[config.mk]
export PLATFORM = sky130hd
export DESIGN_NAME = pt_walker
export DESIGN_NICKNAME = d
export VERILOG_FILES = /design/src/rtl/ptw_pkg.sv /design/src/rtl/ptw_l1_dec.sv /design/src/rtl/ptw_l2_dec.sv /design/src/rtl/ptw_ctrl.sv /design/src/rtl/pt_walker.sv
export SDC_FILE = /design/constraint.sdc
export NUM_CORES = 1
export LEC_CHECK = 0
export BUFFER_PORTS_ARGS = -buffer_cell sky130_fd_sc_hd__buf_2
export CORE_UTILIZATION = 30
export DETAILED_ROUTE_END_ITERATION = 16
export GPL_TIMING_DRIVEN = 1
export PLACE_DENSITY = 0.65
export SKIP_LAST_GASP = 1
export SLEW_MARGIN = 20
export SYNTH_ARGS = -nofsm -noshare
export SYNTH_HDL_FRONTEND = slang
export SYNTH_SLANG_ARGS = --single-unit
[constraint.sdc]
create_clock -name clk -period 3.02 [get_ports clk]
set_clock_uncertainty 0.2 [all_clocks]
set_input_delay 0.302 -clock clk [delete_from_list [all_inputs] [get_ports clk]]
set_output_delay 0.302 -clock clk [all_outputs]
set_load 0.005 [all_outputs]
[src/rtl/ptw_pkg.sv]
package ptw_pkg;
    localparam int AW = 32;
    localparam int APW = 3;
    localparam int FW = 4;
    localparam logic [FW-1:0] FLT_NONE = 4'd0;
    localparam logic [FW-1:0] FLT_SECT = 4'd5;
    localparam logic [FW-1:0] FLT_PAGE = 4'd7;
    localparam logic [AW-1:0] SZ_SECT  = 32'h0010_0000;
    localparam logic [AW-1:0] SZ_LARGE = 32'h0001_0000;
    localparam logic [AW-1:0] SZ_SMALL = 32'h0000_1000;

    typedef enum logic [1:0] {
        L1K_FAULT,
        L1K_SECT,
        L1K_TABLE
    } l1_kind_e;

    typedef struct packed {
        logic [AW-1:0]  paddr;
        logic [APW-1:0] ap;
        logic           xn;
        logic [AW-1:0]  size;
        logic [FW-1:0]  fault;
    } ptw_res_t;
endpackage

[src/rtl/ptw_l1_dec.sv]
module ptw_l1_dec
    import ptw_pkg::*;
(
    input  logic [AW-1:0] desc,
    input  logic [AW-1:0] va,
    output l1_kind_e      kind,
    output ptw_res_t      res,
    output logic [AW-1:0] l2_addr
);
    logic unused_bits;
    assign unused_bits = ^{desc[14:12], desc[9:5], desc[3:2], va[31:20]};

    assign l2_addr = {desc[31:10], va[19:12], 2'b00};

    always_comb begin
        res = '0;
        unique case (desc[1:0])
            2'b10: begin
                kind      = L1K_SECT;
                res.paddr = {desc[31:20], va[19:0]};
                res.ap    = {desc[15], desc[11:10]};
                res.xn    = desc[4];
                res.size  = SZ_SECT;
                res.fault = FLT_NONE;
            end
            2'b01: begin
                kind = L1K_TABLE;
            end
            default: begin
                kind      = L1K_FAULT;
                res.fault = FLT_SECT;
            end
        endcase
    end
endmodule

[src/rtl/ptw_l2_dec.sv]
module ptw_l2_dec
    import ptw_pkg::*;
(
    input  logic [AW-1:0] desc,
    input  logic [AW-1:0] va,
    output ptw_res_t      res
);
    logic unused_bits;
    assign unused_bits = ^{desc[8:6], desc[3:2], va[31:16]};

    always_comb begin
        res = '0;
        unique case (desc[1:0])
            2'b00: begin
                res.fault = FLT_PAGE;
            end
            2'b01: begin
                res.paddr = {desc[31:16], va[15:0]};
                res.ap    = {desc[9], desc[5:4]};
                res.xn    = desc[15];
                res.size  = SZ_LARGE;
            end
            default: begin
                res.paddr = {desc[31:12], va[11:0]};
                res.ap    = {desc[9], desc[5:4]};
                res.xn    = desc[0];
                res.size  = SZ_SMALL;
            end
        endcase
    end
endmodule

[src/rtl/ptw_ctrl.sv]
module ptw_ctrl
    import ptw_pkg::*;
(
    input  logic          clk,
    input  logic          rst_n,
    input  logic          req_valid,
    output logic          req_ready,
    input  logic [AW-1:0] req_vaddr,
    input  logic [AW-1:0] req_ttb,
    input  logic          req_xlat_en,
    output logic          mem_req_valid,
    output logic [AW-1:0] mem_req_addr,
    input  logic          mem_rsp_valid,
    input  l1_kind_e      l1_kind,
    input  ptw_res_t      l1_res,
    input  logic [AW-1:0] l1_l2_addr,
    input  ptw_res_t      l2_res,
    output logic [AW-1:0] va_q,
    output logic          done,
    output ptw_res_t      res
);
    typedef enum logic [1:0] {ST_IDLE, ST_L1, ST_L2} state_e;

    state_e        state_q, state_d;
    logic [AW-1:0] addr_q;
    ptw_res_t      res_q;
    logic          done_q;
    logic          accept;
    logic          unused_ttb;

    assign unused_ttb = ^req_ttb[13:0];
    assign accept     = req_valid && req_ready;

    always_comb begin
        state_d = state_q;
        unique case (state_q)
            ST_IDLE: if (accept && req_xlat_en) state_d = ST_L1;
            ST_L1: begin
                if (mem_rsp_valid) begin
                    state_d = (l1_kind == L1K_TABLE) ? ST_L2 : ST_IDLE;
                end
            end
            ST_L2: if (mem_rsp_valid) state_d = ST_IDLE;
            default: state_d = ST_IDLE;
        endcase
    end

    always_ff @(posedge clk or negedge rst_n) begin
        if (!rst_n) state_q <= ST_IDLE;
        else        state_q <= state_d;
    end

    always_ff @(posedge clk or negedge rst_n) begin
        if (!rst_n) begin
            addr_q <= '0;
            va_q   <= '0;
            res_q  <= '0;
            done_q <= 1'b0;
        end else begin
            done_q <= 1'b0;
            unique case (state_q)
                ST_IDLE: begin
                    if (accept) begin
                        va_q <= req_vaddr;
                        if (!req_xlat_en) begin
                            res_q       <= '0;
                            res_q.paddr <= req_vaddr;
                            done_q      <= 1'b1;
                        end else begin
                            addr_q <= {req_ttb[31:14], req_vaddr[31:20], 2'b00};
                        end
                    end
                end
                ST_L1: begin
                    if (mem_rsp_valid) begin
                        if (l1_kind == L1K_TABLE) begin
                            addr_q <= l1_l2_addr;
                        end else begin
                            res_q  <= l1_res;
                            done_q <= 1'b1;
                        end
                    end
                end
                ST_L2: begin
                    if (mem_rsp_valid) begin
                        res_q  <= l2_res;
                        done_q <= 1'b1;
                    end
                end
                default: ;
            endcase
        end
    end

    always_comb begin
        req_ready     = (state_q == ST_IDLE) && !done_q;
        mem_req_valid = (state_q == ST_L1) || (state_q == ST_L2);
        mem_req_addr  = addr_q;
        done          = done_q;
        res           = res_q;
    end

    a_r12_addr_hold: assert property (@(posedge clk) disable iff (!rst_n)
        (mem_req_valid && !mem_rsp_valid) |=> (mem_req_valid && $stable(mem_req_addr)));

    a_r12_done_pulse: assert property (@(posedge clk) disable iff (!rst_n)
        done |=> !done);

    a_r1_busy_not_ready: assert property (@(posedge clk) disable iff (!rst_n)
        mem_req_valid |-> !req_ready);

    a_r5_fault_clean: assert property (@(posedge clk) disable iff (!rst_n)
        (done && res.fault != FLT_NONE) |-> (res.paddr == '0 && res.ap == '0 && !res.xn && res.size == '0));
endmodule

[src/rtl/pt_walker.sv]
module pt_walker
    import ptw_pkg::*;
(
    input  logic          clk,
    input  logic          rst_n,
    input  logic          req_valid,
    output logic          req_ready,
    input  logic [31:0]   req_vaddr,
    input  logic [31:0]   req_ttb,
    input  logic          req_xlat_en,
    output logic          mem_req_valid,
    output logic [31:0]   mem_req_addr,
    input  logic          mem_rsp_valid,
    input  logic [31:0]   mem_rsp_data,
    output logic          done,
    output logic [31:0]   res_paddr,
    output logic [2:0]    res_ap,
    output logic          res_xn,
    output logic [31:0]   res_size,
    output logic [3:0]    res_fault
);
    l1_kind_e      l1_kind;
    ptw_res_t      l1_res, l2_res, res;
    logic [AW-1:0] l2_addr, va_q;

    ptw_l1_dec i_l1 (
        .desc    (mem_rsp_data),
        .va      (va_q),
        .kind    (l1_kind),
        .res     (l1_res),
        .l2_addr (l2_addr)
    );

    ptw_l2_dec i_l2 (
        .desc (mem_rsp_data),
        .va   (va_q),
        .res  (l2_res)
    );

    ptw_ctrl i_ctrl (
        .clk           (clk),
        .rst_n         (rst_n),
        .req_valid     (req_valid),
        .req_ready     (req_ready),
        .req_vaddr     (req_vaddr),
        .req_ttb       (req_ttb),
        .req_xlat_en   (req_xlat_en),
        .mem_req_valid (mem_req_valid),
        .mem_req_addr  (mem_req_addr),
        .mem_rsp_valid (mem_rsp_valid),
        .l1_kind       (l1_kind),
        .l1_res        (l1_res),
        .l1_l2_addr    (l2_addr),
        .l2_res        (l2_res),
        .va_q          (va_q),
        .done          (done),
        .res           (res)
    );

    assign res_paddr = res.paddr;
    assign res_ap    = res.ap;
    assign res_xn    = res.xn;
    assign res_size  = res.size;
    assign res_fault = res.fault;
endmodule

==> flow_summary_export.csv, run 1 <==
group,metric,value,unit
worst_setup_path,endpoint_kind,"flip-flop",
routing,wl_per_cell,16.1,um
timing,worstMarginPinSlew,0.686,ns
grt,antenna_found_initial,0,
yosys,yosys.area.top_type,"dfrtp_1",
floorplanning,core,15900,um^2
yosys,synth_edf_count,0,
yosys,synth-main-ff-cell,"dfrtp_1",
routing,dr_total_vias,3758,
grt,grt_first_pass_wirelength,20500,um
cts,cts_resized,0,
cts,clock-sinks,94,
yosys,synthCells,439,
grt,grt_pass1_vias,3661,
hold_path,hold_path_class,"in2reg",
cells_and_area,area_delta_synth_final,29.9,%
floorplanning,initial_core_util,30.7,%
timing,slew_headroom,54.3,%
cts,cts-htree-levels,3,
status,status,"finished clean",
yosys,synth_most_common_cell,"dfrtp_1",
timing,fin_crit_sh,86.3,%
yosys,seq_area_frac_synth,48.2,%
routing,finalWirelength,13300,um
yosys,synth_top_cells_by_count,"94 x dfrtp_1, 65 x nor2_1, 55 x mux2_2, 55 x mux2i_1, 37 x a21oi_1",
routing,drc,0,
cells_and_area,multi_input_area,2260,um^2
cts,cts_root_buf,"clkbuf_16",
timing,setup_tns,0,ns
timing,hold_viol,0,
cts,clockBufferDepth,2,
cells_and_area,drive_gt1_share,39.6,%
grt,grt_usage,16.6,%
cts,clkSlewWorstSetupHoldPaths,0.07,ns
cells_and_area,instances_no_fill,830,
power_and_ir_drop,ir_drop,0.565,mV
placed_design,dp.cells,795,
worst_setup_path,cp_max_fo,31,
routing,vias_per_cell,4.53,
cells_and_area,antennaDiodeCount,0,
cells_and_area,nets,719,
worst_setup_path,critPathLaunchType,"flip-flop",
cts,clk_latency,0.34,ns
timing,period_minus_slack,2.61,ns
power_and_ir_drop,p_leak,3.12,nW
floorplanning,dieArea,16800,um^2
grt,overflow,0,
timing,rsz0062_at_grt,"no",
cts,cts_tree,"yes",
floorplanning,fp.dieH,130,um
floorplanning,io_pins,208,
routing,drtPass1Iterations,4,
routing,drtIter0Drc,153,
grt,grt_start_max_net_pins,61,
yosys,ys_warn_count,0,
worst_setup_path,crit_required,3.05,ns
cts,cts_setup_buffers,0,
worst_setup_path,critical_path_class,"reg2reg",
placed_design,dpl.hpwl,9840,um
timing,max_freq,0.384,GHz
power_and_ir_drop,p_per_area,1120,nW/um^2
worst_setup_path,cp.arrival,2.63,ns
run,cap_viol_max_count,0,
yosys,async_flop_share,100,%
cells_and_area,n_fill_cell,1579,
floorplanning,dieWidth,130,um
yosys,synthTopCellsByArea,"dfrtp_1 48%, mux2_2 13%, mux2i_1 11%, buf_4 5.1%, nor2_1 5.0%",
routing,drtAntennaViolNets,0,
cts,cts_made_buffers,9,
floorplanning,placementRows,46,
placed_design,port_buffers,156,
yosys,ys_seq_elements,94,
placed_design,gp_congestion,0.797,
yosys,synth.distinct_cells,34,
timing,slew_violations,0,
timing,setup_viol,0,
yosys,synth_area_per_cell,11.1,um^2
cells_and_area,regArea,2350,um^2
yosys,synth_top_area_share,48.2,%
yosys,syn_area,4880,um^2
[worst max-delay path: stages (launching register included)]
cell	delay, ns
dfrtp_1	0.38
inv_1	0.10
ha_1	0.22
nor2b_1	0.15
a2bb2oi_1	0.15
a211oi_4	0.61
buf_12	0.30
mux2_2	0.36
[stage by stage]
step / setup WS, ns / total power, mW / hold WS [ns] / utilization, % / instance area [um^2]
global route: 0.218 / 7.69 / 0.00746 / 39.9 / 6340
CTS: 0.367 / 7.21 / 0.00108 / 39.9 / 6340
global placement: 0.417 / 5.77 / 0.152 / 36.6 / 5820
detailed placement: 0.382 / 5.85 / 0.146 / 36.6 / 5820
finish: 0.414 / 7.09 / 0.0174 / 39.9 / 6340
floorplan: 0.807 / 4.66 / -0.194 / - / 5000
[layer usage]
layer / track usage [%] / vias up / part of all wire, %
li1: - / 1797 / -
met1: 19.9 / 1797 / 43
met2: 28.1 / 154 / 48
met3: 5.95 / 10 / 7.5
met4: 4.04 / 0 / 1.2
met5: 0 / - / 0
[worst paths after layout]
path,to,slack [ns],cells past startpoint,from
max reg2reg,i_ctrl.res[43],0.41,7,i_ctrl.state_q[0]
max in group asynchronous,i_ctrl.va_q[6],1.62,3,rst_n
min in group asynchronous,i_ctrl.mem_req_addr[21],0.30,2,rst_n
max,i_ctrl.res[43],0.41,7,i_ctrl.state_q[0]
min reg2reg,i_ctrl.res[45],0.29,1,i_ctrl.res[45]
min,i_ctrl.va_q[12],0.02,2,req_vaddr[12]
[layout by cell type, fill, tap and decap left out, types with 2 or more instances in the layout]
master and count:
a21oi_1 37, buf_2 155, buf_4 9, mux2_1 5, nand3b_1 2, o21ai_0 3, dlygate4sd3_1 19, dfrtp_1 94
nand3_1 5, mux2i_1 55, ha_2 2, clkbuf_16 9, inv_1 9, and3_1 3, a31oi_1 6, mux2_2 55
clkinvlp_4 2, a22o_1 4, a221o_1 4, nor2b_1 3, buf_12 3, ha_1 7, bufinv_16 3, nand2_1 9
nor2_1 65, conb_1 32, nand2b_1 2
[final cells by class]
type                            count  share of cell area, %
Multi-Input combinational cell    309                   35.6
Clock buffer                       10                   3.61
Inverter                            9                  0.532
Tap cell                          216                   4.26
Clock inverter                      6                   1.74
Timing Repair Buffer              186                   17.2
Sequential cell                    94                   37.1
[sequential cells by signal (all words and copies together), names as in the netlist]
register and cells:
i_ctrl.mem_req_addr 30, i_ctrl.va_q 20, i_ctrl.state_q 2, i_ctrl.res 41, i_ctrl.done 1
[cells by family after synthesis]
| group | count (synthesis) | synth area share [%] |
|---|---|---|
| other | 1 | 0.0768 |
| DFF | 94 | 48.2 |
| AOI/OAI and AO/OA | 61 | 7.94 |
| and+or+nand+nor | 92 | 7.94 |
| muxes | 115 | 25.1 |
| buffers and inverters | 67 | 8.48 |
| adders and majority gates | 9 | 2.31 |
[power by group]
group / total (mW) / internal (mW) / leakage, nW / switching [mW]
sequential: 2.19 / 1.87 / 1.13 / 0.319
combinational: 3.61 / 1.77 / 1.83 / 1.84
clock: 1.30 / 0.808 / 0.159 / 0.494
total: 7.09 / 4.45 / 3.12 / 2.65
[what timing repair did]
item / in CTS / in global routing
hold buffers: 19 / 0
endpoints found under the hold margin: 60 / 0
endpoints found under the setup margin: 0 / 0
(Power assumes the default switching activity.)
==> inputs of run 2 (changes only) <==
--- a/config.mk
+++ b/config.mk
@@ -5,13 +5,14 @@
 export SDC_FILE = /design/constraint.sdc
 export NUM_CORES = 1
 export LEC_CHECK = 0
-export BUFFER_PORTS_ARGS = -buffer_cell sky130_fd_sc_hd__buf_2
+export ABC_AREA = 1
 export CORE_UTILIZATION = 30
 export DETAILED_ROUTE_END_ITERATION = 16
+export DONT_BUFFER_PORTS = 1
 export GPL_TIMING_DRIVEN = 1
-export PLACE_DENSITY = 0.65
+export PLACE_DENSITY = 0.54
 export SKIP_LAST_GASP = 1
-export SLEW_MARGIN = 20
+export SLEW_MARGIN = 40
 export SYNTH_ARGS = -nofsm -noshare
 export SYNTH_HDL_FRONTEND = slang
 export SYNTH_SLANG_ARGS = --single-unit
==> flow_summary_export.csv, run 2 <==
group,metric,value,unit
cts,cts_resized,0,
status,status,"finished clean",
cells_and_area,antennaDiodeCount,0,
cells_and_area,largest_register_ffs,41,
cts,cts_tree,"yes",
cells_and_area,layout_commonest_cell,"nand2_1",
worst_setup_path,critPathLaunchType,"flip-flop",
hold_path,min_path_cells,4,
hold_path,holdPathEnd,"i_ctrl.res[71]",
cells_and_area,multi_input_area,2230,um^2
worst_setup_path,r2r-start,"i_ctrl.state_q[0]",
routing,drc,0,
floorplanning,io_pins,208,
worst_setup_path,r2r_slack,0.28,ns
timing,slew_violations,0,
yosys,synthCells,626,
routing,wl_per_cell,17.4,um
floorplanning,core,16100,um^2
placed_design,dpl.hpwl,10800,um
cells_and_area,area_delta_synth_final,22.6,%
cts,cts-htree-levels,3,
timing,rsz0062_at_grt,"no",
worst_setup_path,path_common_cell,"nand2_1",
routing,drtIter0Drc,216,
timing,setup_viol,0,
power_and_ir_drop,p_per_area,1070,nW/um^2
floorplanning,dieArea,17100,um^2
cells_and_area,final_cell_mix,"265 x nand2_1, 94 x dfrtp_1, 76 x dlygate4sd3_1",
grt,overflow,0,
worst_setup_path,critical_path.cell_chain,"inv_1, ha_1, nand2_1, nand2_1, nor2_4, o21ai_0, dlygate4sd3_1, nand2_1, nand2_1",
grt,grt_first_pass_wirelength,23100,um
run,cap_viol_max_count,0,
routing,drtAntennaViolNets,0,
timing,worstMarginPinSlew,0.671,ns
routing,dr_total_vias,4294,
floorplanning,fp.dieH,131,um
floorplanning,placementRows,46,
hold_path,hold_path_class,"in2reg",
worst_setup_path,critical_path_class,"reg2reg",
placed_design,port_buffers,0,
worst_setup_path,critPathMaxStageDelay,0.58,ns
cts,clk_latency,0.34,ns
routing,vias_per_cell,4.72,
placed_design,gp_congestion,0.768,
routing,drtPass1Iterations,4,
yosys,yosys.area.top_type,"dfrtp_1",
worst_setup_path,cp_max_fo,12,
yosys,synth_area_per_cell,7.97,um^2
floorplanning,dieWidth,131,um
worst_setup_path,cp.arrival,2.78,ns
yosys,synth.distinct_cells,21,
worst_setup_path,cp.depth,9,
worst_setup_path,critPathTopFamily,"simple AND/OR/NAND/NOR gates",
timing,setup_tns,0,ns
cells_and_area,n_fill_cell,1631,
power_and_ir_drop,p_leak,3.06,nW
placed_design,post-place-ws,0.648,ns
routing,finalWirelength,15800,um
grt,antenna_found_initial,0,
timing,period_minus_slack,2.74,ns
cts,clockBufferDepth,2,
timing,slew_headroom,55.2,%
timing,setup_slack,0.278,ns
yosys,synth_top_cells_by_count,"266 x nand2_1, 94 x dfrtp_1, 62 x o21ai_0, 37 x nand3_1, 35 x buf_4",
worst_setup_path,endpoint_kind,"flip-flop",
yosys,synth_most_common_cell,"nand2_1",
power_and_ir_drop,ir_drop,0.476,mV
yosys,synthTopCellsByArea,"dfrtp_1 47%, nand2_1 20%, o21ai_0 6.2%, mux2i_1 6.0%, buf_4 5.3%",
cells_and_area,regArea,2350,um^2
worst_setup_path,crit_required,3.06,ns
cts,clkSlewWorstSetupHoldPaths,0.07,ns
yosys,ys_warn_count,0,
yosys,synth-main-ff-cell,"dfrtp_1",
yosys,syn_area,4990,um^2
grt,grt_start_max_net_pins,95,
yosys,synth_edf_count,0,
hold_path,hold_start,"req_vaddr[31]",
worst_setup_path,cpMaxStageDelayCell,"dlygate4sd3_1",
worst_setup_path,rr_endpoint,"i_ctrl.res[64]",
yosys,async_flop_share,100,%
cts,cts_made_buffers,9,
grt,grt_usage,18.3,%
cells_and_area,nets,800,
cts,cts_root_buf,"clkbuf_16",
yosys,ys_seq_elements,94,
cells_and_area,drive_gt1_share,5.76,%
timing,hold_viol,0,
yosys,seq_area_frac_synth,47.2,%
floorplanning,initial_core_util,31.1,%
placed_design,placed_area,5040,um^2
timing,max_freq,0.365,GHz
cts,cts_setup_buffers,0,
cells_and_area,final_area,6110,um^2
timing,fin_crit_sh,90.8,%
cts,clock-sinks,94,
worst_setup_path,crit_buf_inv,2,
yosys,synth_top_area_share,47.2,%
grt,grt_pass1_vias,4327,
worst_setup_path,rr_worst_depth,9,
run 2: changes by cell type after synthesis, moves of 6 or more:
cell / change
buf_2: +8
nand2_1: +257
a21oi_1: -32
mux2i_1: -25
inv_1: +19
nor2_1: -54
o21ai_0: +59
a31oi_1: -6
mux2_2: -55
nand3_1: +32
run 2: timing repair:
action	4_1_cts	5_1_grt
hold endpoints to repair	162	0
setup endpoints to repair	0	1
hold buffers	77	0
run 2: logic make-up (layout without fill, tap and decap cells):
logic type / count (synthesis) / after routing / share of synthesized area (%)
buffers and inverters: 94 / 130 / 10.7
AOI/OAI and AO/OA: 75 / 75 / 7.90
muxes: 30 / 30 / 6.02
other: 1 / 32 / 0.0752
adders and majority gates: 9 / 9 / 2.26
and+or+nand+nor: 323 / 324 / 25.9
DFF: 94 / 94 / 47.2
run 2: worst max-delay path by stage:
| stage | start | endpoint | slack, ns |
|---|---|---|---|
| after floorplan | i_ctrl.state_q[0] | i_ctrl.res[52] | 1.19 |
| after global placement | i_ctrl.state_q[0] | i_ctrl.res[52] | 0.70 |
| after detailed placement | i_ctrl.state_q[0] | i_ctrl.res[52] | 0.65 |
| after CTS | i_ctrl.state_q[0] | i_ctrl.res[64] | 0.20 |
| after global routing | i_ctrl.state_q[0] | i_ctrl.res[64] | 0.08 |
| final | i_ctrl.state_q[0] | i_ctrl.res[64] | 0.28 |
run 2: worst register-to-register path, stage by stage, from the launching register on:
cell           delay (ns)
dfrtp_1              0.39
inv_1                0.10
ha_1                 0.35
nand2_1              0.14
nand2_1              0.22
nor2_4               0.42
o21ai_0              0.15
dlygate4sd3_1        0.58
nand2_1              0.06
nand2_1              0.04
run 2: cell type report:
type / count / area share (%)
Multi-Input combinational cell: 470 / 36.5
Inverter: 28 / 1.72
Tap cell: 216 / 4.42
Timing Repair Buffer: 87 / 14.3
Clock buffer: 12 / 4.20
Sequential cell: 94 / 38.5
Clock inverter: 3 / 0.328
run 2: layer usage:
| metal | GRT usage [%] | vias up | wire length, um |
|---|---|---|---|
| li1 | - | 2045 | - |
| met1 | 21.3 | 2047 | 6730 |
| met2 | 31.0 | 174 | 7380 |
| met3 | 5.90 | 28 | 1340 |
| met4 | 7.37 | 0 | 381 |
| met5 | 0 | - | 0 |
run 2: power breakdown:
part / internal [mW] / switching [mW] / total [mW]
sequential: 1.83 / 0.473 / 2.30
clock: 0.598 / 0.486 / 1.08
combinational: 1.11 / 2.04 / 3.15
total: 3.54 / 3.00 / 6.54
run 2: metrics by stage:
step	instances	hold WS, ns	power, mW	util [%]
after floorplan	657	-0.194	4.44	-
after global placement	817	-0.191	5.16	31.4
after detailed placement	817	-0.191	5.23	31.4
after CTS	909	0.00146	6.59	38.0
after global routing	910	0.0192	7.15	38.1
final	910	0.0111	6.54	38.1
==> inputs of run 3 (changes only) <==
--- a/config.mk
+++ b/config.mk
@@ -7,6 +7,7 @@
 export LEC_CHECK = 0
 export ABC_AREA = 1
 export CORE_UTILIZATION = 30
+export CTS_CLUSTER_DIAMETER = 80
 export DETAILED_ROUTE_END_ITERATION = 16
 export DONT_BUFFER_PORTS = 1
 export GPL_TIMING_DRIVEN = 1
@@ -15,4 +16,5 @@
 export SLEW_MARGIN = 40
 export SYNTH_ARGS = -nofsm -noshare
 export SYNTH_HDL_FRONTEND = slang
+export SYNTH_HIERARCHICAL = 1
 export SYNTH_SLANG_ARGS = --single-unit
==> flow_summary_export.csv, run 3 <==
group,metric,value,unit
floorplanning,io_pins,208,
worst_setup_path,cp.depth,9,
power_and_ir_drop,clock_power_share,21.4,%
worst_setup_path,critPathMaxStageDelay,0.56,ns
worst_setup_path,endpoint_kind,"flip-flop",
placed_design,port_buffers,0,
worst_setup_path,crit_required,3.17,ns
timing,worstMarginPinSlew,0.707,ns
routing,drtIter0Drc,581,
cells_and_area,area_delta_synth_final,15.4,%
power_and_ir_drop,p_comb_share,47.1,%
cells_and_area,nets,1412,
routing,dr_total_vias,7520,
cells_and_area,layout_commonest_cell,"nand2_1",
cts,clock-sinks,127,
cells_and_area,largest_register_ffs,72,
timing,hold_viol,127,
run,cap_viol_max_count,0,
grt,overflow,0,
cells_and_area,n_fill_cell,2926,
worst_setup_path,critical_path_class,"reg2reg",
floorplanning,dieWidth,169,um
status,violations,"negative hold slack",
hold_path,hold_path_class,"in2async",
cells_and_area,final_cell_mix,"642 x nand2_1, 128 x nand3_1, 127 x dfrtp_1",
routing,finalWirelength,26400,um
routing,vias_per_cell,4.45,
timing,rsz0062_at_grt,"no",
grt,grt_first_pass_wirelength,41100,um
grt,grt_start_max_net_pins,128,
power_and_ir_drop,p_leak,5.37,nW
routing,drtAntennaViolNets,0,
yosys,synth_area_per_cell,6.52,um^2
worst_setup_path,critical_path.cell_chain,"inv_1, ha_1, inv_2, nor2_2, buf_12, nand3b_1, dlygate4sd3_1, a21oi_1, dlygate4sd3_1",
power_and_ir_drop,p_sw,4.66,mW
grt,grt_usage,18.6,%
timing,setup_viol,0,
cts,cts_tree,"yes",
worst_setup_path,rr_worst_depth,9,
cts,ctsHoldBuffers,96,
floorplanning,core,27200,um^2
routing,wl_per_cell,15.6,um
floorplanning,placementRows,60,
power_and_ir_drop,seqPwrFrac,31.5,%
grt,antenna_found_initial,1,
cts,clockBufferDepth,2,
cells_and_area,drive_gt1_share,4.79,%
placed_design,dpl.hpwl,16500,um
power_and_ir_drop,p_per_area,1020,nW/um^2
timing,slew_violations,0,
worst_setup_path,critPathTopFamily,"buffers and inverters",
yosys,syn_area,8380,um^2
worst_setup_path,cp.arrival,3.02,ns
timing,period_minus_slack,2.87,ns
yosys,ys_warn_count,6,
timing,fin_crit_sh,95.0,%
placed_design,post-place-ws,0.388,ns
power_and_ir_drop,swShare,47.1,%
power_and_ir_drop,ir_drop,0.616,mV
placed_design,gp_congestion,0.876,
cts,clk_latency,0.41,ns
routing,drtPass1Iterations,5,
floorplanning,initial_core_util,30.8,%
timing,finalHoldWorstSlack,-0.621,ns
cts,cts-htree-levels,4,
floorplanning,fp.dieH,169,um
yosys,synthCells,1285,
floorplanning,dieArea,28600,um^2
cts,cts_root_buf,"clkbuf_16",
worst_setup_path,cp_max_fo,22,
timing,setup_slack,0.152,ns
power_and_ir_drop,p_int,5.24,mW
worst_setup_path,path_common_cell,"dlygate4sd3_1",
timing,setup_tns,0,ns
timing,max_freq,0.349,GHz
grt,grt_pass1_vias,7405,
worst_setup_path,crit_buf_inv,5,
cells_and_area,instances_no_fill,1690,
worst_setup_path,cpMaxStageDelayCell,"dlygate4sd3_1",
placed_design,dp.cells,1560,
routing,drc,0,
timing,slew_headroom,52.7,%
status,status,"complete, but fails checks",
cts,cts_made_buffers,17,
worst_setup_path,critPathLaunchType,"flip-flop",
cts,clkSlewWorstSetupHoldPaths,0.06,ns
[run 3: power groups by stage]
stage	combinational [mW]	clock [mW]	sequential, mW
floorplan	3.41	0	2.93
global placement	4.24	0	3.13
detailed placement	4.30	0	3.14
CTS	4.66	2.19	3.13
global route	5.29	2.26	3.21
finish	4.67	2.12	3.12
[run 3: stage by stage]
step	total power, mW	area (um^2)	utilization (%)
final	9.90	9670	35.6
after global routing	10.8	9670	35.6
after CTS	9.98	9650	35.5
after detailed placement	7.44	8100	29.8
after global placement	7.37	8090	29.8
after floorplan	6.34	8620	-
[run 3: routing by layer]
metal,up-vias,track usage [%],routed length (um)
li1,3773,-,-
met1,3518,23.1,11400
met2,220,31.7,12600
met3,9,5.94,2180
met4,0,3.68,160
met5,-,0,0
[run 3: worst paths after layout]
path,start,end,slack (ns)
setup / recovery,i_ctrl/state_q[0],i_ctrl/done,0.15
hold / removal,rst_n,i_ctrl/mem_req_addr[21],-0.62
setup reg to reg,i_ctrl/state_q[0],i_ctrl/done,0.15
hold reg to reg,i_ctrl/mem_req_addr[0],i_ctrl/mem_req_addr[0],0.30
max in group asynchronous,rst_n,i_ctrl/res[24],3.06
min in group clk,mem_rsp_valid,i_ctrl/state_q[0],0.02
[run 3: cell type report]
cell class	instances	area, um^2	share of cell area [%]
repair buffers	113	1130	11.7
diodes	2	5.00	0.0518
flip-flops and latches	127	3180	32.9
clock inverters	12	133	1.37
inverters	94	353	3.65
multi-input cells	950	3940	40.8
clock buffers	20	457	4.72
well taps	372	465	4.81
[run 3: repair_timing]
item	4_1_cts	5_1_grt
gates resized for setup	0	3
setup endpoints to repair	0	1
hold endpoints to repair	212	127
setup buffers	0	0
